==> config.mk <==
export PLATFORM = sky130hd
export DESIGN_NAME = spim_top
export DESIGN_NICKNAME = d
export VERILOG_FILES = /design/src/rtl/spim_pkg.sv /design/src/rtl/spim_clkdiv.sv /design/src/rtl/spim_shift.sv /design/src/rtl/spim_regs.sv /design/src/rtl/spim_top.sv
export SDC_FILE = /design/constraint.sdc
export NUM_CORES = 1
export LEC_CHECK = 0
export BUFFER_PORTS_ARGS = -buffer_cell sky130_fd_sc_hd__buf_2
export CORE_ASPECT_RATIO = 0.8
export CORE_MARGIN = 2
export CORE_UTILIZATION = 60
export DETAILED_ROUTE_END_ITERATION = 12
export HOLD_SLACK_MARGIN = 0.03
export PLACE_DENSITY = 0.92
export SLEW_MARGIN = 20
export SYNTH_ARGS = -nofsm -noshare
export SYNTH_HDL_FRONTEND = slang
export SYNTH_SLANG_ARGS = --single-unit
==> constraint.sdc <==
create_clock -name clk -period 6.8 [get_ports clk]
set_input_delay 0.34 -clock clk [delete_from_list [all_inputs] [get_ports clk]]
set_output_delay 0.34 -clock clk [all_outputs]
set_load 0.03 [all_outputs]
==> src/rtl/spim_pkg.sv <==
package spim_pkg;
   // register byte offsets, decoded by software
   localparam int OFS_CTRL  = 'h00;
   localparam int OFS_CFG   = 'h04;
   localparam int OFS_TX    = 'h08;
   localparam int OFS_RX    = 'h0C;
   localparam int OFS_CAUSE = 'h10;

   // configuration field positions
   localparam int CFG_PRESC_LSB = 0;
   localparam int CFG_WIDE_BIT  = 5;
   localparam int CFG_CPOL_BIT  = 11;
   localparam int CFG_CPHA_BIT  = 12;

   // prescale code width
   localparam int PRESC_W = 5;

   typedef struct packed {
      logic               cpha;
      logic               cpol;
      logic               wide;
      logic [PRESC_W-1:0] presc;
   } spim_cfg_t;
endpackage

==> src/rtl/spim_clkdiv.sv <==
module spim_clkdiv #(
   parameter int PRESC_W = 5
) (
   input  logic               clk,
   input  logic               rst_n,
   input  logic               run,
   input  logic [PRESC_W-1:0] presc,
   output logic               tick
);
   localparam int HW = PRESC_W - 1;
   localparam logic [PRESC_W-1:0] BASE_CODE = PRESC_W'(1 << HW);
   localparam logic [PRESC_W-1:0] MIN_CODE  = BASE_CODE + PRESC_W'(2);

   logic [HW-1:0] half;
   logic [HW-1:0] cnt;

   initial begin : elab_chk
      assert (PRESC_W >= 3) else $error("PRESC_W too small");
   end

   // codes under the legal floor fall back to a half period of two
   always_comb half = (presc < MIN_CODE) ? HW'(2) : presc[HW-1:0];

   assign tick = run && (cnt == half - HW'(1));

   always_ff @(posedge clk or negedge rst_n) begin
      if (!rst_n)              cnt <= '0;
      else if (!run || tick)   cnt <= '0;
      else                     cnt <= cnt + HW'(1);
   end

   // two edge events are never adjacent: SCK is at most clk/4
   AST_TICK_SPACING: assert property (@(posedge clk) disable iff (!rst_n)
      tick |=> !tick);
endmodule

==> src/rtl/spim_shift.sv <==
module spim_shift
   import spim_pkg::*;
#(
   parameter int WMAX = 16,
   parameter int WMIN = 8
) (
   input  logic            clk,
   input  logic            rst_n,
   input  spim_cfg_t       cfg,
   input  logic            start,
   input  logic [WMAX-1:0] tx_word,
   input  logic            miso,
   output logic            busy,
   output logic            sck,
   output logic            mosi,
   output logic            fin,
   output logic [WMAX-1:0] rx_fin
);
   localparam int ECW = $clog2(2*WMAX + 1);
   localparam logic [ECW-1:0] EDGES_WIDE   = ECW'(2*WMAX);
   localparam logic [ECW-1:0] EDGES_NARROW = ECW'(2*WMIN);

   logic               busy_q, ph_q, mosi_q;
   logic [ECW-1:0]     ecnt;
   logic [WMAX-1:0]    txsh, rxsh, rx_next, rx_pick, aligned;
   logic               run_cpol, run_cpha, run_wide;
   logic [PRESC_W-1:0] run_presc;
   logic               tick, leading, last, do_launch, do_sample;
   logic [ECW-1:0]     total;

   initial begin : elab_chk
      assert (WMAX > WMIN && WMIN >= 2) else $error("bad word widths");
   end

   spim_clkdiv #(.PRESC_W(PRESC_W)) u_div (
      .clk   (clk),
      .rst_n (rst_n),
      .run   (busy_q),
      .presc (run_presc),
      .tick  (tick)
   );

   always_comb begin
      total     = run_wide ? EDGES_WIDE : EDGES_NARROW;
      leading   = !ph_q;
      last      = tick && (ecnt + ECW'(1) == total);
      do_launch = tick && (run_cpha ? leading : (!leading && !last));
      do_sample = tick && (run_cpha ? !leading : leading);
      rx_next   = {rxsh[WMAX-2:0], miso};
      rx_pick   = do_sample ? rx_next : rxsh;
      aligned   = cfg.wide ? tx_word
                           : {tx_word[WMIN-1:0], {(WMAX-WMIN){1'b0}}};
   end

   // narrow words keep only their low bits in the captured value
   for (genvar gi = 0; gi < WMAX; gi++) begin : g_rxcap
      if (gi < WMIN) begin : g_low
         assign rx_fin[gi] = rx_pick[gi];
      end else begin : g_high
         assign rx_fin[gi] = run_wide & rx_pick[gi];
      end
   end

   always_ff @(posedge clk or negedge rst_n) begin
      if (!rst_n) begin
         busy_q    <= 1'b0;
         ph_q      <= 1'b0;
         mosi_q    <= 1'b0;
         ecnt      <= '0;
         txsh      <= '0;
         rxsh      <= '0;
         run_cpol  <= 1'b0;
         run_cpha  <= 1'b0;
         run_wide  <= 1'b0;
         run_presc <= '0;
      end else begin
         if (!busy_q) run_cpol <= cfg.cpol;
         if (start && !busy_q) begin
            busy_q    <= 1'b1;
            ph_q      <= 1'b0;
            ecnt      <= '0;
            rxsh      <= '0;
            run_cpha  <= cfg.cpha;
            run_wide  <= cfg.wide;
            run_presc <= cfg.presc;
            if (cfg.cpha) begin
               mosi_q <= 1'b0;
               txsh   <= aligned;
            end else begin
               mosi_q <= aligned[WMAX-1];
               txsh   <= aligned << 1;
            end
         end else if (tick) begin
            ph_q <= ~ph_q;
            ecnt <= ecnt + ECW'(1);
            if (do_launch) begin
               mosi_q <= txsh[WMAX-1];
               txsh   <= txsh << 1;
            end
            if (do_sample) rxsh <= rx_next;
            if (last) begin
               busy_q <= 1'b0;
               mosi_q <= 1'b0;
            end
         end
      end
   end

   assign busy = busy_q;
   assign sck  = run_cpol ^ ph_q;
   assign mosi = mosi_q;
   assign fin  = last;

   AST_MOSI_QUIET: assert property (@(posedge clk) disable iff (!rst_n)
      !busy_q |-> !mosi_q);
   AST_SCK_HOME: assert property (@(posedge clk) disable iff (!rst_n)
      $fell(busy_q) |-> (sck == run_cpol));
endmodule

==> src/rtl/spim_regs.sv <==
module spim_regs
   import spim_pkg::*;
#(
   parameter int DATA_W = 32,
   parameter int ADDR_W = 5,
   parameter int WMAX   = 16
) (
   input  logic              clk,
   input  logic              rst_n,
   input  logic [ADDR_W-1:0] addr,
   input  logic              wr,
   input  logic [DATA_W-1:0] wdata,
   input  logic              busy,
   input  logic              fin,
   input  logic [WMAX-1:0]   rx_fin,
   output spim_cfg_t         cfg,
   output logic              cs_on,
   output logic              start,
   output logic [WMAX-1:0]   tx_word,
   output logic [DATA_W-1:0] rdata,
   output logic              done
);
   logic hit_ctrl, hit_cfg, hit_tx, hit_rx, hit_cause;
   logic              ctrl_q, done_q;
   spim_cfg_t         cfg_q;
   logic [WMAX-1:0]   rx_q;

   assign hit_ctrl  = (addr == ADDR_W'(OFS_CTRL));
   assign hit_cfg   = (addr == ADDR_W'(OFS_CFG));
   assign hit_tx    = (addr == ADDR_W'(OFS_TX));
   assign hit_rx    = (addr == ADDR_W'(OFS_RX));
   assign hit_cause = (addr == ADDR_W'(OFS_CAUSE));

   always_ff @(posedge clk or negedge rst_n) begin
      if (!rst_n) begin
         ctrl_q <= 1'b0;
         cfg_q  <= '0;
         done_q <= 1'b0;
         rx_q   <= '0;
      end else begin
         if (wr && hit_ctrl) ctrl_q <= wdata[0];
         if (wr && hit_cfg) begin
            cfg_q.presc <= wdata[CFG_PRESC_LSB +: PRESC_W];
            cfg_q.wide  <= wdata[CFG_WIDE_BIT];
            cfg_q.cpol  <= wdata[CFG_CPOL_BIT];
            cfg_q.cpha  <= wdata[CFG_CPHA_BIT];
         end
         // completion has priority over a clearing write
         if (fin) begin
            done_q <= 1'b1;
            rx_q   <= rx_fin;
         end else if (wr && hit_cause) begin
            done_q <= done_q & wdata[0];
         end
      end
   end

   always_comb begin
      rdata = '0;
      if (hit_ctrl) rdata[0] = ctrl_q;
      if (hit_cfg) begin
         rdata[CFG_PRESC_LSB +: PRESC_W] = cfg_q.presc;
         rdata[CFG_WIDE_BIT]             = cfg_q.wide;
         rdata[CFG_CPOL_BIT]             = cfg_q.cpol;
         rdata[CFG_CPHA_BIT]             = cfg_q.cpha;
      end
      if (hit_rx) rdata[WMAX-1:0] = rx_q;
      if (hit_cause) begin
         rdata[0] = done_q;
         rdata[1] = busy;
      end
   end

   assign cfg     = cfg_q;
   assign cs_on   = ctrl_q;
   assign start   = wr && hit_tx;
   assign tx_word = wdata[WMAX-1:0];
   assign done    = done_q;
endmodule

==> src/rtl/spim_top.sv <==
module spim_top
   import spim_pkg::*;
#(
   parameter int DATA_W = 32,
   parameter int ADDR_W = 5,
   parameter int WMAX   = 16,
   parameter int WMIN   = 8
) (
   input  logic              clk,
   input  logic              rst_n,
   input  logic [ADDR_W-1:0] bus_addr,
   input  logic              bus_wr,
   input  logic [DATA_W-1:0] bus_wdata,
   output logic [DATA_W-1:0] bus_rdata,
   output logic              spi_sck,
   output logic              spi_mosi,
   input  logic              spi_miso,
   output logic              spi_ss_n
);
   initial begin : elab_chk
      assert (DATA_W > CFG_CPHA_BIT && DATA_W >= WMAX) else $error("DATA_W too small");
      assert (ADDR_W >= $clog2(OFS_CAUSE + 1)) else $error("ADDR_W too small");
   end

   spim_cfg_t       cfg;
   logic            cs_on, start, busy, fin, done;
   logic [WMAX-1:0] tx_word, rx_fin;

   spim_regs #(.DATA_W(DATA_W), .ADDR_W(ADDR_W), .WMAX(WMAX)) u_regs (
      .clk     (clk),
      .rst_n   (rst_n),
      .addr    (bus_addr),
      .wr      (bus_wr),
      .wdata   (bus_wdata),
      .busy    (busy),
      .fin     (fin),
      .rx_fin  (rx_fin),
      .cfg     (cfg),
      .cs_on   (cs_on),
      .start   (start),
      .tx_word (tx_word),
      .rdata   (bus_rdata),
      .done    (done)
   );

   spim_shift #(.WMAX(WMAX), .WMIN(WMIN)) u_shift (
      .clk     (clk),
      .rst_n   (rst_n),
      .cfg     (cfg),
      .start   (start),
      .tx_word (tx_word),
      .miso    (spi_miso),
      .busy    (busy),
      .sck     (spi_sck),
      .mosi    (spi_mosi),
      .fin     (fin),
      .rx_fin  (rx_fin)
   );

   assign spi_ss_n = ~cs_on;

   AST_SS_UNTOUCHED: assert property (@(posedge clk) disable iff (!rst_n)
      (busy && !(bus_wr && bus_addr == ADDR_W'(OFS_CTRL))) |=> $stable(spi_ss_n));
   AST_DONE_AT_END: assert property (@(posedge clk) disable iff (!rst_n)
      $fell(busy) |-> done);
endmodule

==> impl_metrics.yaml <==
synth:
  netlist_top_cells_area: "sky130_fd_sc_hd__dfrtp_1 (46%), sky130_fd_sc_hd__mux2_2 (6.6%), sky130_fd_sc_hd__mux2i_1 (6.3%)"
  postSynth.asyncResetShare: 1.00
  synth.yosys.seq_area_share: 0.464
  synth_enable_flop_cells: 0
  synthesis.instances: 417
  yosys.cell_count.top_type: "sky130_fd_sc_hd__dfrtp_1"
  synth.largest_area_cell: "sky130_fd_sc_hd__dfrtp_1"
  syn-cell-area_um2: 4260
  leading_post_synthesis_cells_by_instance_count: "sky130_fd_sc_hd__dfrtp_1 (79), sky130_fd_sc_hd__nand2_1 (64), sky130_fd_sc_hd__o21ai_0 (33)"
  postSynthAreaPerCell_um2: 10.2
  ys_dominant_reg_cell: "sky130_fd_sc_hd__dfrtp_1"
  post_synth_num_cell_types: 44
  synth_seq_cells: 79
  synth_top_area_share: 0.464
  ys.warnings.count: 0
floorplanning:
  fp.dieW_um: 98.3
  start_util: 0.619
  die_h_um: 79.4
  area_of_the_placeable_core_um2: 6890
  boundaryPins: 76
  die-area_um2: 7800
  placementRows: 27
power_and_ir_drop:
  leakagePower_nw: 2.19
  vdd.ir_drop.worst_mv: 0.138
  power.density_cell_area_nw_per_um2: 232
  p_total_w: 0.00107
grt:
  grt_start_max_net_pins: 80
  grt_overflow_total: 0
  grt_pass1_wl_mm: 14.8
  first_global_vias: 3069
  antenna_found_initial: 0
  globalRouteTotalUtil: 0.238
timing:
  clock_skew_ns: 0.0111
  timing.setup.tns_ns: 0
  max_freq_ghz: 0.220
  fin_hold_viols: 0
  final_critical_period_ns: 4.55
  finalSetupViolations: 0
  maxSlewHeadroom: 0.265
  layout_setup_ws_ns: 2.25
  min_period_over_period: 0.669
  max_slew.worst_pin.slew_ns: 1.10
  setup_repair_after_global_routing_missed_its_margin: "no"
  final-max-slew-violation-count: 0
worst_setup_path:
  regToRegStartpoint: "u_shift.run_presc[2]"
  worstPathArrival_ns: 4.79
  timing.critical_path.required_ns: 7.04
  critical_path.startpoint: "u_shift.run_presc[2]"
  critPathMaxFanout: 28
  path_class: "reg2reg"
  crit_path_start_kind: "flip-flop"
  setup.worst_path.end_class: "flip-flop"
layout:
  antenna_cells_inserted: 0
  post-route-cell-area_um2: 4630
  synthToLayoutAreaGrowth_pct: 8.48
  layout.nets: 490
  drive_gt1_frac: 0.213
placement:
  place.gp.congestion: 0.890
  port-buffer-count: 43
  detailedPlacementHpwl_mm: 6.16
  placement.cell_area_um2: 4430
  dpl_worst_slack_ns: 2.28
drt:
  drtPass1Iterations: 4
  detail-route-antenna-nets: 0
  detail_route.drc_violations: 0
  detail_route.wirelength_mm: 8.88
  post_drt_via_cell_ratio: 5.94
  route.detailed.wl_per_inst_um: 16.5
  routed-via-count: 3190
  initialDrtViolationCount: 201
clock_tree:
  cts.clk_slew.worst_paths_ns: 0.08
  clock_tree.root_cell: "sky130_fd_sc_hd__clkbuf_8"
  post_cts_resized: 0
  clock_insertion_delay_at_the_later_pin_of_the_skew_report_ns: 0.36
  h-tree-depth: 3
  ctsHoldBuffers: 0
  cts_buffers: 9
  post-cts-setup-buffer-count: 0
  cts_tree: "yes"
  cts.sinks: 79
  cts-root-to-sink-buffers: 2
hold_path:
  min-delay-path-class: "in2async"
outcome:
  outcome: "completed"
run:
  drv_cap: 0
==> routing by layer <==
| metal | track usage | wire length (µm) | vias to the layer above | share of wire |
|---|---|---|---|---|
| met4 | 0.0466 | 63 | 0 | 0.0071 |
| li1 | - | - | 1485 | - |
| met5 | 0 | 0 | - | 0 |
| met1 | 0.323 | 3850 | 1600 | 0.43 |
| met2 | 0.397 | 4490 | 97 | 0.51 |
| met3 | 0.0604 | 475 | 8 | 0.053 |
==> cell families (layout without fill, tap and decap cells) <==
logic type / Yosys count / in the layout / share of synthesized area
AOI/OAI and AO/OA: 82 / 82 / 0.128
xor gates and xnor gates: 12 / 12 / 0.0246
adders and majority gates: 4 / 4 / 0.0117
buffers and inverters: 48 / 66 / 0.0604
DFF: 79 / 79 / 0.464
muxes: 66 / 66 / 0.173
other: 1 / 16 / 0.000879
and+or+nand+nor: 125 / 125 / 0.137
==> placed cells by master (no fill, tap or decap), types with 2 or more instances in the layout <==
cell type                  synthesis  layout
sky130_fd_sc_hd__dfrtp_1          79      79
sky130_fd_sc_hd__nand2_1          64      64
sky130_fd_sc_hd__buf_2             2      42
sky130_fd_sc_hd__o21ai_0          33      33
sky130_fd_sc_hd__mux2i_1          27      27
sky130_fd_sc_hd__mux2_2           25      25
sky130_fd_sc_hd__a22o_1           24      24
sky130_fd_sc_hd__nor2_1           20      20
sky130_fd_sc_hd__conb_1            1      16
sky130_fd_sc_hd__a21oi_1          12      12
sky130_fd_sc_hd__and2_1           10      10
sky130_fd_sc_hd__clkbuf_8          0       9
sky130_fd_sc_hd__mux2_4            8       8
sky130_fd_sc_hd__xor2_1            7       7
sky130_fd_sc_hd__mux2_1            6       6
sky130_fd_sc_hd__xnor2_1           5       5
sky130_fd_sc_hd__inv_1             5       5
sky130_fd_sc_hd__nand3_1           5       5
sky130_fd_sc_hd__nand4_1           5       5
sky130_fd_sc_hd__ha_1              4       4
sky130_fd_sc_hd__nand2b_1          3       3
sky130_fd_sc_hd__o31ai_1           3       3
sky130_fd_sc_hd__nor3_1            3       3
sky130_fd_sc_hd__and3_1            3       3
sky130_fd_sc_hd__nor4b_1           4       3
sky130_fd_sc_hd__buf_4            16       3
sky130_fd_sc_hd__nand3b_1          2       2
sky130_fd_sc_hd__or4_1             2       2
sky130_fd_sc_hd__inv_6             0       2
==> worst paths after layout <==
check	end	slack (ns)	depth (start not counted)
min in group clk	u_shift.rxsh[0]	0.23	2
max in group asynchronous	u_shift.txsh[8]	6.04	1
max	u_shift.txsh[3]	2.25	8
max reg2reg	u_shift.txsh[3]	2.25	8
min	u_shift.rxsh[4]	0.14	1
min reg2reg	u_regs.rx_q[15]	0.48	2
==> per-stage QoR <==
step	instances	utilization	hold slack, ns
after CTS	537	0.671	0.171
after global routing	537	0.671	0.212
final	537	0.671	0.136
after floorplan	432	-	0.0444
after detailed placement	521	0.643	0.467
after global placement	521	0.643	0.453
==> sequential cells by signal, summed over array words and instances, names as in the netlist <==
register and cells:
u_shift.run_cpol 1, u_shift.busy 1, u_shift.ph_q 1, u_shift.ecnt 6, u_regs.cfg 8, u_shift.run_wide 1
u_shift.txsh 16, u_shift.u_div.cnt 4, u_regs.done 1, u_shift.run_cpha 1, u_regs.cs_on 1, u_regs.rx_q 16
u_shift.run_presc 5, u_shift.rxsh 16, u_shift.mosi 1
==> where the power goes <==
group / switching [W] / internal, W / total [W]
Combinational: 0.0000881 / 0.0000735 / 0.000162
Sequential: 0.0000552 / 0.000506 / 0.000561
Clock: 0.000177 / 0.000172 / 0.000349
==> cell type report <==
class                      instances  area [µm²]
tap                               87         109
inverter                           5        18.8
fill                             531        2270
multi-input combinational        305        2090
sequential                        79        1980
clock inverter                     6        68.8
clock buffer                      10         128
timing repair buffer              45         233
==> worst max-delay path: stages, from the launching register on <==
cell and delay [ns]:
sky130_fd_sc_hd__dfrtp_1 0.44, sky130_fd_sc_hd__o311ai_1 0.42, sky130_fd_sc_hd__ha_1 0.32, sky130_fd_sc_hd__xnor2_1 0.14, sky130_fd_sc_hd__nand2b_1 0.17, sky130_fd_sc_hd__or4b_1 0.73, sky130_fd_sc_hd__or4_1 1.04, sky130_fd_sc_hd__o31a_1 0.72
sky130_fd_sc_hd__mux2_1 0.44
No activity file was read; power rests on OpenSTA's default activity.
